[src/rtl/ubind_pkg.sv]
package ubind_pkg;

  typedef enum logic [1:0] {
    KIND_NONE = 2'd0,
    KIND_CTRL = 2'd1,
    KIND_ASID = 2'd2
  } regKind_e;

  typedef struct packed {
    logic ctrlWr;
    logic asidWr;
    logic ctrlRd;
    logic asidRd;
  } ubindStrb_t;

endpackage

[src/rtl/ubind_decode.sv]
module ubind_decode
  import ubind_pkg::*;
#(
  parameter int NUM_UTLB  = 48,
  parameter int ADDR_W    = 12,
  parameter int LO_BASE   = 'h300,
  parameter int HI_BASE   = 'h600,
  parameter int LO_COUNT  = 32,
  parameter int STRIDE_LG = 4,
  parameter int ASID_OFF  = 8,
  localparam int IDX_W    = $clog2(NUM_UTLB)
) (
  input  logic              clk,
  input  logic              rstN,
  input  logic              regWrEn,
  input  logic              regRdEn,
  input  logic [ADDR_W-1:0] regAddr,
  output ubindStrb_t        strb,
  output logic [IDX_W-1:0]  entryIdx
);

  localparam int LO_USED = (NUM_UTLB < LO_COUNT) ? NUM_UTLB : LO_COUNT;
  localparam int HI_USED = (NUM_UTLB > LO_COUNT) ? NUM_UTLB - LO_COUNT : 0;
  localparam logic [ADDR_W-1:0] LO_BASE_A = ADDR_W'(LO_BASE);
  localparam logic [ADDR_W-1:0] HI_BASE_A = ADDR_W'(HI_BASE);
  localparam logic [ADDR_W-1:0] LO_SLOTS  = ADDR_W'(LO_USED);
  localparam logic [ADDR_W-1:0] HI_SLOTS  = ADDR_W'(HI_USED);
  localparam logic [STRIDE_LG-1:0] SUB_ASID = STRIDE_LG'(ASID_OFF);

  logic [ADDR_W-1:0] loOff, hiOff, loSlot, hiSlot;
  logic [STRIDE_LG-1:0] subOff;
  logic slotHit;
  regKind_e kind;

  assign loOff  = regAddr - LO_BASE_A;
  assign hiOff  = regAddr - HI_BASE_A;
  assign loSlot = loOff >> STRIDE_LG;
  assign hiSlot = hiOff >> STRIDE_LG;

  always_comb begin
    slotHit  = 1'b0;
    entryIdx = '0;
    subOff   = '0;
    if (regAddr >= LO_BASE_A && loSlot < LO_SLOTS) begin
      slotHit  = 1'b1;
      entryIdx = IDX_W'(loSlot);
      subOff   = loOff[STRIDE_LG-1:0];
    end else if (regAddr >= HI_BASE_A && hiSlot < HI_SLOTS) begin
      slotHit  = 1'b1;
      entryIdx = IDX_W'(hiSlot + ADDR_W'(LO_COUNT));
      subOff   = hiOff[STRIDE_LG-1:0];
    end
  end

  always_comb begin
    kind = KIND_NONE;
    if (slotHit) begin
      if (subOff == '0)          kind = KIND_CTRL;
      else if (subOff == SUB_ASID) kind = KIND_ASID;
    end
  end

  assign strb.ctrlWr = regWrEn && (kind == KIND_CTRL);
  assign strb.asidWr = regWrEn && (kind == KIND_ASID);
  assign strb.ctrlRd = regRdEn && (kind == KIND_CTRL);
  assign strb.asidRd = regRdEn && (kind == KIND_ASID);


  strobe_excl_chk: assert property (@(posedge clk) disable iff (!rstN)
    $onehot0({strb.ctrlWr, strb.asidWr}) && $onehot0({strb.ctrlRd, strb.asidRd}));


  strobe_idx_range_chk: assert property (@(posedge clk) disable iff (!rstN)
    (strb.ctrlWr || strb.asidWr || strb.ctrlRd || strb.asidRd)
      |-> (int'(entryIdx) < NUM_UTLB));

endmodule

[src/rtl/ubind_store.sv]
module ubind_store
  import ubind_pkg::*;
#(
  parameter int NUM_UTLB = 48,
  parameter int DATA_W   = 32,
  parameter int CTX_W    = 3,
  parameter int CTX_LSB  = 4,
  parameter int ASID_W   = 8,
  parameter int EN_BIT   = 0,
  parameter int FLUSH_BIT = 1,
  localparam int IDX_W   = $clog2(NUM_UTLB)
) (
  input  logic                clk,
  input  logic                rstN,
  input  ubindStrb_t          strb,
  input  logic [IDX_W-1:0]    entryIdx,
  input  logic [DATA_W-1:0]   wrData,
  output logic [DATA_W-1:0]   rdData,
  input  logic [IDX_W-1:0]    lkIdx,
  output logic                lkEnable,
  output logic [CTX_W-1:0]    lkCtx,
  output logic [NUM_UTLB-1:0] flushPulse
);

  logic [NUM_UTLB-1:0] enArr;
  logic [CTX_W-1:0]    ctxArr  [NUM_UTLB];
  logic [ASID_W-1:0]   asidArr [NUM_UTLB];

  logic unusedWrBits;
  assign unusedWrBits = ^wrData[DATA_W-1:ASID_W];

  for (genvar e = 0; e < NUM_UTLB; e++) begin : gEntry
    logic hitE;
    assign hitE = (entryIdx == IDX_W'(e));

    always_ff @(posedge clk or negedge rstN) begin
      if (!rstN) begin
        enArr[e]   <= 1'b0;
        ctxArr[e]  <= '0;
        asidArr[e] <= '0;
        flushPulse[e] <= 1'b0;
      end else begin
        flushPulse[e] <= strb.ctrlWr && hitE && wrData[FLUSH_BIT];
        if (strb.ctrlWr && hitE) begin
          enArr[e]  <= wrData[EN_BIT];
          ctxArr[e] <= wrData[CTX_LSB +: CTX_W];
        end
        if (strb.asidWr && hitE) asidArr[e] <= wrData[ASID_W-1:0];
      end
    end
  end

  logic [DATA_W-1:0] ctrlWord, asidWord;
  always_comb begin
    ctrlWord = '0;
    ctrlWord[EN_BIT] = enArr[entryIdx];
    ctrlWord[CTX_LSB +: CTX_W] = ctxArr[entryIdx];
    asidWord = '0;
    asidWord[ASID_W-1:0] = asidArr[entryIdx];
  end

  always_ff @(posedge clk or negedge rstN) begin
    if (!rstN) rdData <= '0;
    else if (strb.ctrlRd) rdData <= ctrlWord;
    else if (strb.asidRd) rdData <= asidWord;
    else rdData <= '0;
  end

  logic lkInRange;
  assign lkInRange = (int'(lkIdx) < NUM_UTLB);

  always_ff @(posedge clk or negedge rstN) begin
    if (!rstN) begin
      lkEnable <= 1'b0;
      lkCtx    <= '0;
    end else if (lkInRange && enArr[lkIdx]) begin
      lkEnable <= 1'b1;
      lkCtx    <= ctxArr[lkIdx];
    end else begin
      lkEnable <= 1'b0;
      lkCtx    <= '0;
    end
  end


  flush_onehot_chk: assert property (@(posedge clk) disable iff (!rstN)
    $onehot0(flushPulse));


  flush_cause_chk: assert property (@(posedge clk) disable iff (!rstN)
    (flushPulse != '0) |-> $past(strb.ctrlWr && wrData[FLUSH_BIT]));


  lookup_unbound_chk: assert property (@(posedge clk) disable iff (!rstN)
    !lkEnable |-> (lkCtx == '0));


  lookup_range_chk: assert property (@(posedge clk) disable iff (!rstN)
    (int'($past(lkIdx)) >= NUM_UTLB) |-> !lkEnable);


  flush_readback_chk: assert property (@(posedge clk) disable iff (!rstN)
    !rdData[FLUSH_BIT]);

endmodule

[src/rtl/ubind_table.sv]
module ubind_table
  import ubind_pkg::*;
#(
  parameter int NUM_UTLB = 48,
  parameter int ADDR_W   = 12,
  parameter int DATA_W   = 32,
  parameter int CTX_W    = 3,
  parameter int ASID_W   = 8,
  localparam int IDX_W   = $clog2(NUM_UTLB)
) (
  input  logic                clk,
  input  logic                rstN,
  input  logic                regWrEn,
  input  logic                regRdEn,
  input  logic [ADDR_W-1:0]   regAddr,
  input  logic [DATA_W-1:0]   regWrData,
  output logic [DATA_W-1:0]   regRdData,
  input  logic [IDX_W-1:0]    lkIdx,
  output logic                lkEnable,
  output logic [CTX_W-1:0]    lkCtx,
  output logic [NUM_UTLB-1:0] flushPulse
);

  ubindStrb_t strb;
  logic [IDX_W-1:0] entryIdx;

  ubind_decode #(
    .NUM_UTLB(NUM_UTLB),
    .ADDR_W  (ADDR_W)
  ) decode_i (
    .clk     (clk),
    .rstN    (rstN),
    .regWrEn (regWrEn),
    .regRdEn (regRdEn),
    .regAddr (regAddr),
    .strb    (strb),
    .entryIdx(entryIdx)
  );

  ubind_store #(
    .NUM_UTLB(NUM_UTLB),
    .DATA_W  (DATA_W),
    .CTX_W   (CTX_W),
    .ASID_W  (ASID_W)
  ) store_i (
    .clk       (clk),
    .rstN      (rstN),
    .strb      (strb),
    .entryIdx  (entryIdx),
    .wrData    (regWrData),
    .rdData    (regRdData),
    .lkIdx     (lkIdx),
    .lkEnable  (lkEnable),
    .lkCtx     (lkCtx),
    .flushPulse(flushPulse)
  );

endmodule

[config.mk]
export PLATFORM = sky130hd
export DESIGN_NAME = ubind_table
export DESIGN_NICKNAME = d
export VERILOG_FILES = /design/src/rtl/ubind_pkg.sv /design/src/rtl/ubind_decode.sv /design/src/rtl/ubind_store.sv /design/src/rtl/ubind_table.sv
export SDC_FILE = /design/constraint.sdc
export NUM_CORES = 1
export LEC_CHECK = 0
export ABC_CLOCK_PERIOD_IN_PS = 2730
export BUFFER_PORTS_ARGS = -buffer_cell sky130_fd_sc_hd__buf_4
export CORE_MARGIN = 4
export CORE_UTILIZATION = 59
export DETAILED_ROUTE_END_ITERATION = 12
export PLACE_DENSITY = 0.79
export SYNTH_ARGS = -nofsm -noshare
export SYNTH_HDL_FRONTEND = slang
export SYNTH_HIERARCHICAL = 1
export SYNTH_SLANG_ARGS = --single-unit
[constraint.sdc]
create_clock -name clk -period 2.73 [get_ports clk]
set_clock_uncertainty 0.05 [all_clocks]
set_input_delay 0.546 -clock clk [delete_from_list [all_inputs] [get_ports clk]]
set_output_delay 0.546 -clock clk [all_outputs]
set_load 0.02 [all_outputs]
# Yosys cells after proc, flatten, opt, wreduce, memory -nomap -nowiden
# Index checks and enable logic that the tools add are counted.
# Widths: inputs -> output; s select.
[totals] in_bits=54 output_inout_bits=84 register_bits=660
[op_classes] bitwise=2 magnitude_cmp=9 eq_ne=50 n_addsub=3 n_reduce_logical=153 n_mux=26
[ops] op="$logic_and 1x1->1" count=151
[ops] op="$eq 6x5->1 const B" count=16
[ops] op="$eq 6x6->1 const B" count=16
[ops] op="$bmux 8 s6" count=1
[ops] op="$eq 6x4->1 const B" count=8
[ops] op="$bmux 3 s6" count=2
[ops] op="$mux 32" count=1
[ops] op="$eq 6x3->1 const B" count=4
[ops] op="$mux 8" count=3
[ops] op="$mux 3" count=5
[ops] op="$ge 7x7->1 const B" count=2
[ops] op="$lt 6x7->1 const B" count=2
[ops] op="$not 6->7" count=2
[ops] op="$bmux 1 s6" count=2
[ops] op="$eq 6x2->1 const B" count=2
[ops] op="$ge 12x10->1 const B" count=1
[ops] op="$ge 12x11->1 const B" count=1
[ops] op="$mux 6" count=2
[ops] op="$sub 12x10->12 const B" count=1
[ops] op="$sub 12x11->12 const B" count=1
[ops] op="$lt 8x5->1 const B" count=1
[ops] op="$lt 8x6->1 const B" count=1
[ops] op="$mux 4" count=2
[ops] op="$add 6x6->6 const B" count=1
[ops] op="other kinds (9)" count=15

# Logic depth before layout (Yosys ltp)
# Gate-level depths: netlist of run 1.
[depth] depth_word=13 ltp_mapped=16 mapped_depth_nobuf=11

# By module
# Netlist of run 1, hierarchy kept.
[modules_own_cells] mod="ubind_store" area_each_um2=30005.0 seq_area_each_um2=15915.3 n_inst=1 cells_each=1939
[modules_own_cells] mod="ubind_decode" area_each_um2=274.0 seq_area_each_um2=0.0 n_inst=1 cells_each=34

# Worst setup path before layout of run 1
# Ideal clock, no wire load.
[synth_path] path_type="input -> register" start="input port regAddr[8]" end="register store_i.rdData[0]" arrival_ns=3.537 n_path_buf=2 slack_ns=-0.995 setup_ns=0.139 t_required_ns=2.541 cell_stages=12 path_cell_list="inv_1 ha_1 inv_1 a2111oi_1 a211o_2 and2_1 buf_6 buf_12 mux4_2 mux4_2 a32o_1 or4_1"
[synth_via] word_cells_on_any_way=32 cone_classes="add/sub: 3; order compare: 4; eq/ne: 3; mux: 16; bitwise: 1; reduce/logical: 5"
[synth_lines] item="start: declaration" line_no="ubind_table.sv:15" rtl="input logic [ADDR_W-1:0] regAddr,"
[synth_lines] item="$sub 12x11->12" line_no="ubind_decode.sv:36" rtl="assign hiOff = regAddr - HI_BASE_A;"
[synth_lines] item="$lt 8x5->1" line_no="ubind_decode.sv:48" rtl="end else if (regAddr >= HI_BASE_A && hiSlot < HI_SLOTS) begin"
[synth_lines] item="$logic_and 1x1->1" line_no="ubind_decode.sv:48"
[synth_lines] item="$mux 6" line_no="ubind_decode.sv:48"
[synth_lines] item="$mux 6 *" line_no="ubind_decode.sv:44" rtl="if (regAddr >= LO_BASE_A && loSlot < LO_SLOTS) begin"
[synth_lines] item="named net entryIdx[0]" line_no="ubind_table.sv:25" rtl="logic [IDX_W-1:0] entryIdx;"
[synth_lines] item="$not 6->7 (implied by the code)" line_no="ubind_store.sv:59" rtl="asidWord[ASID_W-1:0] = asidArr[entryIdx];"
[synth_lines] item="$bmux 8 s6" line_no="ubind_store.sv:59"
[synth_lines] item="$mux 8 (implied by the code) (2 in a row)" line_no="ubind_store.sv:59"
[synth_lines] item="$mux 8" line_no="ubind_store.sv:65" rtl="else if (strb.asidRd) rdData <= asidWord;"
[synth_lines] item="$mux 32 *" line_no="ubind_store.sv:64" rtl="else if (strb.ctrlRd) rdData <= ctrlWord;"
[synth_lines] item="end signal: assignment" line_no="ubind_store.sv:64"
[synth_lines] item="end signal: assignment" line_no="ubind_store.sv:65"
[synth_lines] item="end: declaration" line_no="ubind_store.sv:18" rtl="output logic [DATA_W-1:0] rdData,"
# The timed path passes the listed nets; every way through them passes the cells marked *. The select of a mux whose other input is x is not followed.
# A chain may end at the register's enable or synchronous reset.

# Final worst setup path of run 1
[layout_path] start="input port regAddr[9]" end="register store_i.rdData[0]"
# The elaborated chain is that of the path after synthesis.

==> load_flow_metrics.sql, run 1 <==
INSERT INTO impl_metrics (metric_group, metric, value, unit) VALUES
('run_status', 'outcome', 'finished, violations left', ''),
('run_status', 'violations', 'setup timing', ''),
('place', 'placed_area', '34010', 'um^2'),
('grt', 'antenna_found_initial', '0', ''),
('die', 'number_of_top_level_pins', '138', ''),
('sta', 'post_route_fraction_of_the_period_consumed_by_the_critical_path', '117.7', '%'),
('die', 'floorplan.die_area', '55010', 'um^2'),
('logic_synthesis', 'post_synth_main_area_contributors', 'sky130_fd_sc_hd__dfrtp_1, sky130_fd_sc_hd__mux2_2, sky130_fd_sc_hd__mux4_2', ''),
('logic_synthesis', 'post-synth-top-area-cell', 'sky130_fd_sc_hd__dfrtp_1', ''),
('clock_network', 'clk_transition_reported_paths', '0.06', 'ns'),
('sta', 'timing_hold_violations_final', '0', ''),
('place', 'dp.final_hpwl', '55420', 'um'),
('critical_path', 'worst_ep_arrival_time', '3.63', 'ns'),
('grt', 'gr-usage-met2', '51.34', '%'),
('min_path', 'holdCritPathClass', 'input pin to register', ''),
('clock_network', 'cts_made_buffers', '68', ''),
('grt', 'met3_usage', '6.813', '%'),
('critical_path', 'critPathKind', 'input pin to register', ''),
('pwr', 'p_switching', '4.725', 'mW'),
('grt', 'global_route.peak_usage_layer', 'met2', ''),
('final_layout', 'mostFrequentLayoutCells', 'sky130_fd_sc_hd__dfrtp_1, sky130_fd_sc_hd__mux2_2, sky130_fd_sc_hd__buf_4', ''),
('clock_network', 'tritoncts', 'built', ''),
('die', 'start_util', '59.98', '%'),
('logic_synthesis', 'distinct_cells_synth', '52', ''),
('sta', 'report.final.setup_viol', '516', ''),
('clock_network', 'clockBufferDepth', '3', ''),
('sta', 'fin_ws', '-0.4821', 'ns'),
('pwr', 'power.density', '543.0', 'nW/um^2'),
('final_layout', 'post_layout_nonfiller_instances', '3016', ''),
('routing', 'avgViaCountPerCell', '6.543', ''),
('final_layout', 'postLayoutCellArea', '37530', 'um^2'),
('clock_network', 'clock_root_buffer', 'sky130_fd_sc_hd__clkbuf_16', ''),
('routing', 'detail_route.drc_violations', '0', ''),
('sta', 'worst_slew_margin_rel', '58.23', '%'),
('pwr', 'ir_drop', '0.0005816', 'V'),
('critical_path', 'cp.required', '3.15', 'ns'),
('clock_network', 'tritoncts_num_sinks', '636', ''),
('clock_network', 'cts.htree.levels', '3', ''),
('routing', 'route.vias.total', '19740', ''),
('sta', 'tightest_slew', '0.6252', 'ns'),
('pwr', 'p_int', '15.66', 'mW'),
('place', 'gp_congestion', '0.9455', ''),
('die', 'placement_rows', '82', ''),
('final_layout', 'final_common_cell', 'sky130_fd_sc_hd__dfrtp_1', ''),
('final_layout', 'final_net_count', '2348', ''),
('routing', 'first_pass_iters', '5', ''),
('grt', 'grt_max_degree', '107', ''),
('final_layout', 'filler_cell_count', '2938', ''),
('logic_synthesis', 'synth_ff_type', 'sky130_fd_sc_hd__dfrtp_1', ''),
('logic_synthesis', 'syn-instance-count', '1973', ''),
('final_layout', 'drive_gt1_share', '60.32', '%'),
('final_layout', 'syn_to_final_growth', '23.96', '%'),
('die', 'die-width', '234.5', 'um'),
('grt', 'grt_pass1_vias', '21190', ''),
('pwr', 'pwr-share-seq', '46.5', '%'),
('sta', 'final_min_period', '3.212', 'ns'),
('sta', 'final-max-slew-violation-count', '0', ''),
('pwr', 'clock_power_share', '46.4', '%'),
('grt', 'track_usage', '31.88', '%'),
('place', 'number_of_cells_in_the_design_after_placement', '2843', ''),
('grt', 'grtUsageMet1', '41.59', '%'),
('critical_path', 'timing.critical_path.from_type', 'input pin', ''),
('grt', 'global_route.overflow_total', '0', ''),
('logic_synthesis', 'netlist_area', '30280', 'um^2'),
('critical_path', 'worstSetupEndpointType', 'register', ''),
('grt', 'global_route_wire_length_before_repair', '131700', 'um'),
('pwr', 'power_frac_comb', '7.1', '%'),
('pwr', 'power.share.switching', '23.18', '%'),
('logic_synthesis', 'ys_seq_area_share', '52.56', '%'),
('pwr', 'static-leakage-power', '18.03', 'nW'),
('sta', 'final.setup.tns', '-51.57', 'ns');
area by class of cell:
class	instances	area, um^2	area share [%]
clock inverter	25	276.5	0.7367
clock buffer	100	2024	5.394
multi-input combinational	1192	14470	38.54
sequential	636	15920	42.40
timing repair buffer	384	3969	10.57
inverter	7	41.29	0.1100
tap	672	840.8	2.240
metal layers:
metal	up-vias	share of wire, %
met5	-	0
met4	0	5.4
met2	941	50
met3	264	6.9
met1	10490	38
li1	8038	-
critical path: stages:
cell and delay (ns):
sky130_fd_sc_hd__buf_12 0.12, sky130_fd_sc_hd__buf_6 0.11, sky130_fd_sc_hd__a21o_1 0.15, sky130_fd_sc_hd__a41o_1 0.23, sky130_fd_sc_hd__a211o_4 0.40, sky130_fd_sc_hd__buf_12 0.15
sky130_fd_sc_hd__and2_4 0.19, sky130_fd_sc_hd__buf_12 0.15, sky130_fd_sc_hd__mux4_2 0.30, sky130_fd_sc_hd__mux4_2 0.51, sky130_fd_sc_hd__a32o_2 0.28, sky130_fd_sc_hd__or4_1 0.46
kinds of logic (layout without fill, tap and decap cells):
kind of cell,count (synthesis),in the layout,share of synthesized area (%)
other,1,24,0.01238
xor gates and xnor gates,1,1,0.02893
buffers and inverters,171,516,2.756
and+or+nand+nor,256,259,4.591
AOI/OAI and AO/OA,99,99,2.314
DFF,636,636,52.56
muxes,804,804,37.53
adders and majority gates,5,5,0.2066
cell usage after synthesis (all sizes together) (8+ instances only):
library cell and number:
nand2 89, mux2i 20, clkbuf 97, nand2b 11, and2 29, a22o 8, mux4 205, a22oi 42
and3 40, mux2 579, a21oi 19, nor2b 9, buf 67, dfrtp 636, nor2 49
power by group through the flow:
stage / Sequential, mW / Clock (mW) / Combinational [mW]
CTS: 9.48 / 9.58 / 1.37
detailed placement: 9.65 / 0 / 1.23
floorplan: 9.65 / 0 / 0.634
global placement: 9.65 / 0 / 1.20
finish: 9.48 / 9.46 / 1.44
global route: 9.48 / 10.0 / 1.53
through the flow:
stage / setup WS, ns / hold slack (ns) / power [mW]
CTS: -0.4672 / 0.2008 / 20.44
detailed placement: -1.447 / 0.4120 / 10.89
global route: -0.4927 / 0.2365 / 21.01
floorplan: -0.8295 / 0.2004 / 10.29
global placement: -1.402 / 0.4066 / 10.85
finish: -0.4821 / 0.2347 / 20.38
registers in the layout, indices dropped and copies added (netlist names):
| signal | flops |
|---|---|
| store_i/lkCtx | 3 |
| store_i/flushPulse | 48 |
| store_i/rdData | 8 |
| store_i/enArr | 48 |
| store_i/asidArr | 384 |
| store_i/ctxArr | 144 |
| store_i/lkEnable | 1 |
path summary, 6_finish.rpt:
check | start | to | slack [ns] | depth (start not counted)
max in group asynchronous | rstN | store_i/asidArr[62] | 1.28 | 4
hold / removal | lkIdx[5] | store_i/lkCtx[0] | 0.23 | 3
setup reg to reg | store_i/enArr[42] | store_i/rdData[0] | 0.40 | 4
hold reg to reg | store_i/asidArr[7] | store_i/asidArr[7] | 0.45 | 1
min in group asynchronous | rstN | store_i/ctxArr[39] | 0.37 | 2
setup / recovery | regAddr[9] | store_i/rdData[0] | -0.48 | 12
what timing repair did:
| item | 4_1_cts | 5_1_grt |
|---|---|---|
| resized for setup | 123 | 53 |
| buffers inserted | 25 | 15 |
| hold endpoints to repair | 26 | 0 |
| gates cloned | 8 | 5 |
| endpoints found under the setup margin | 601 | 596 |
| hold buffers | 1 | 0 |
| pin swaps | 23 | 18 |
(Power assumes the default switching activity.)
==> run 2, diff against run 1 <==
--- a/config.mk
+++ b/config.mk
@@ -8,9 +8,9 @@
 export ABC_CLOCK_PERIOD_IN_PS = 2730
 export BUFFER_PORTS_ARGS = -buffer_cell sky130_fd_sc_hd__buf_4
 export CORE_MARGIN = 4
-export CORE_UTILIZATION = 59
+export CORE_UTILIZATION = 30
 export DETAILED_ROUTE_END_ITERATION = 12
-export PLACE_DENSITY = 0.79
+export PLACE_DENSITY = 0.47
 export SYNTH_ARGS = -nofsm -noshare
 export SYNTH_HDL_FRONTEND = slang
 export SYNTH_HIERARCHICAL = 1
==> run 2 against run 1 <==
Against the previous run: the flow still finishes with violations (setup timing); non-clock buffer count up 89; flip-flop and latch count unchanged; via count down 1.8%; largest cell class is now multi-input gates; highest routed layer unchanged.
==> load_flow_metrics.sql, run 2 (same netlist as run 1, synthesis figures left out) <==
INSERT INTO impl_metrics (metric_group, metric, value, unit) VALUES
('run_status', 'outcome', 'finished, violations left', ''),
('run_status', 'violations', 'setup timing', ''),
('grt', 'global_route_wire_length_before_repair', '144600', 'um'),
('routing', 'post_drt_wl_per_cell', '26.08', 'um'),
('critical_path', 'timing.critical_path.from_type', 'input pin', ''),
('place', 'placed_area', '35290', 'um^2'),
('sta', 'fin_ws', '-0.5289', 'ns'),
('clock_network', 'clockBufferDepth', '3', ''),
('place', 'dp.final_hpwl', '65370', 'um'),
('flow_run', 'max-cap-violations', '0', ''),
('min_path', 'timing.hold.worst_endpoint', 'store_i/lkCtx[0]', ''),
('grt', 'global_route.overflow_total', '0', ''),
('min_path', 'hold_path_depth', '4', ''),
('place', 'gp_congestion', '0.8439', ''),
('sta', 'final-max-slew-violation-count', '0', ''),
('final_layout', 'number_of_flip_flops_in_the_largest_register', '384', ''),
('critical_path', 'worst_ep_arrival_time', '3.70', 'ns'),
('final_layout', 'mostFrequentLayoutCells', 'sky130_fd_sc_hd__dfrtp_1, sky130_fd_sc_hd__mux2_2, sky130_fd_sc_hd__mux2_4', ''),
('critical_path', 'reg2reg_to', 'store_i/rdData[0]', ''),
('critical_path', 'reg2reg_slack', '0.37', 'ns'),
('sta', 'grt_setup_unrepaired', 'true', ''),
('clock_network', 'clock_root_buffer', 'sky130_fd_sc_hd__clkbuf_16', ''),
('min_path', 'worst_min_delay_path_startpoint', 'lkIdx[5]', ''),
('final_layout', 'postLayoutCellArea', '41880', 'um^2'),
('pwr', 'static-leakage-power', '19.34', 'nW'),
('clock_network', 'cts.htree.levels', '3', ''),
('pwr', 'power.density', '512.2', 'nW/um^2'),
('routing', 'detail_route.drc_violations', '0', ''),
('sta', 'report.final.setup_viol', '619', ''),
('final_layout', 'biggest_regs', 'store_i/asidArr: 384 flops, store_i/ctxArr: 144 flops', ''),
('routing', 'antenna_left', '0', ''),
('clock_network', 'clk_transition_reported_paths', '0.06', 'ns'),
('routing', 'totalWireLength', '97520', 'um'),
('routing', 'first_pass_iters', '4', ''),
('sta', 'tightest_slew', '0.7862', 'ns'),
('die', 'core_area', '100100', 'um^2'),
('sta', 'final_min_period', '3.259', 'ns'),
('place', 'port-buffer-count', '89', ''),
('routing', 'route.vias.total', '19380', ''),
('clock_network', 'cts_made_buffers', '75', ''),
('routing', 'avgViaCountPerCell', '5.183', ''),
('critical_path', 'worst-r2r-cell-count', '4', ''),
('sta', 'post_route_fraction_of_the_period_consumed_by_the_critical_path', '119.4', '%'),
('die', 'die-width', '325.7', 'um'),
('grt', 'track_usage', '18.12', '%'),
('final_layout', 'drive_gt1_share', '64.52', '%'),
('critical_path', 'timing.critical_path.fanout_max', '6', ''),
('sta', 'worst_slew_margin_rel', '47.59', '%'),
('critical_path', 'critPathKind', 'input pin to register', ''),
('critical_path', 'cp.required', '3.17', 'ns'),
('pwr', 'report.power.total', '21.45', 'mW'),
('sta', 'timing_hold_violations_final', '0', ''),
('critical_path', 'timing.rr.start', 'store_i/asidArr[168]', ''),
('die', 'placement_rows', '116', ''),
('final_layout', 'final_net_count', '2442', ''),
('routing', 'route.met3.wl', '4220', 'um'),
('grt', 'grt_max_degree', '85', ''),
('critical_path', 'worstSetupEndpointType', 'register', ''),
('pwr', 'ir_drop', '0.0003962', 'V'),
('min_path', 'holdCritPathClass', 'input pin to register', ''),
('grt', 'antenna_found_initial', '2', ''),
('die', 'chipHeight', '325.7', 'um'),
('clock_network', 'tritoncts_num_sinks', '636', ''),
('final_layout', 'top_register', 'store_i/asidArr', ''),
('clock_network', 'clock_latency_reported_for_the_late_side_of_the_worst_skew_pair', '0.64', 'ns'),
('final_layout', 'syn_to_final_growth', '38.31', '%'),
('grt', 'grt_pass1_vias', '20890', ''),
('die', 'floorplan.die_area', '106100', 'um^2'),
('routing', 'met1_length', '43920', 'um'),
('routing', 'count_of_routing_violations_after_the_opening_detailed_route_iteration', '1449', ''),
('routing', 'route.top_layer_used', 'met4', ''),
('clock_network', 'tritoncts', 'built', ''),
('routing', 'wl_met2', '46770', 'um'),
('die', 'number_of_top_level_pins', '138', ''),
('critical_path', 'critical_path.startpoint', 'regAddr[8]', ''),
('die', 'start_util', '30.23', '%'),
('final_layout', 'final_common_cell', 'sky130_fd_sc_hd__dfrtp_1', ''),
('sta', 'max_clock_freq', '306.8', 'MHz');
==> run 2: how the worst max path moves through the flow <==
| stage | to | slack (ns) | cells after the start |
|---|---|---|---|
| global route | store_i/rdData[0] | -0.52 | 13 |
| detailed placement | store_i/rdData[5] | -1.47 | 15 |
| floorplan | store_i/asidArr[10] | -0.83 | 15 |
| CTS | store_i/rdData[0] | -0.49 | 13 |
| global placement | store_i/rdData[5] | -1.43 | 15 |
| finish | store_i/rdData[0] | -0.53 | 13 |
==> run 2: report_power, final <==
group          internal (mW)  switching, mW
clock network           6.19           4.11
logic                  0.704          0.959
registers               9.47         0.0239
==> run 2: stage by stage <==
step | setup TNS, ns | utilization (%) | hold slack, ns | std cells | worst slack [ns]
floorplan | -360.45 | - | 0.2004 | 1996 | -0.8295
global placement | -527.73 | 35.24 | 0.4322 | 3489 | -1.427
detailed placement | -553.47 | 35.24 | 0.4383 | 3489 | -1.474
CTS | -96.27 | 40.51 | 0.1912 | 3698 | -0.4934
global route | -135.49 | 41.82 | 0.2143 | 3739 | -0.5217
finish | -134.32 | 41.82 | 0.2382 | 3739 | -0.5289
==> run 2: what timing repair did <==
action,in CTS,in global routing
cloned,6,3
setup buffers,94,53
pin swaps,48,58
endpoints found under the hold margin,33,0
hold buffers,1,0
gates resized for setup,477,219
setup endpoints to repair,599,630
==> run 2: cell type report <==
class	count	area [um^2]
Clock buffer	100	2142
Clock inverter	32	385.4
Fill cell	8897	58270
Antenna cell	3	7.507
Multi-Input combinational cell	1190	16220
Sequential cell	636	15920
Tap cell	1298	1624
Timing Repair Buffer	473	5534
Inverter	7	46.29
==> run 2: critical path, cell delays in order <==
cell	delay, ns
sky130_fd_sc_hd__buf_12	0.10
sky130_fd_sc_hd__inv_12	0.03
sky130_fd_sc_hd__ha_4	0.13
sky130_fd_sc_hd__nor4b_4	0.12
sky130_fd_sc_hd__a41o_1	0.24
sky130_fd_sc_hd__a211o_4	0.35
sky130_fd_sc_hd__and2_4	0.17
sky130_fd_sc_hd__buf_12	0.15
sky130_fd_sc_hd__buf_12	0.13
sky130_fd_sc_hd__mux4_2	0.42
sky130_fd_sc_hd__mux4_2	0.50
sky130_fd_sc_hd__a32o_2	0.32
sky130_fd_sc_hd__or4_1	0.48
==> run 2: routing by layer <==
| layer | vias up | global-route usage, % |
|---|---|---|
| met5 | - | 0 |
| met4 | 0 | 5.518 |
| met3 | 140 | 3.219 |
| met2 | 485 | 29.06 |
| met1 | 10520 | 25.17 |
| li1 | 8239 | - |
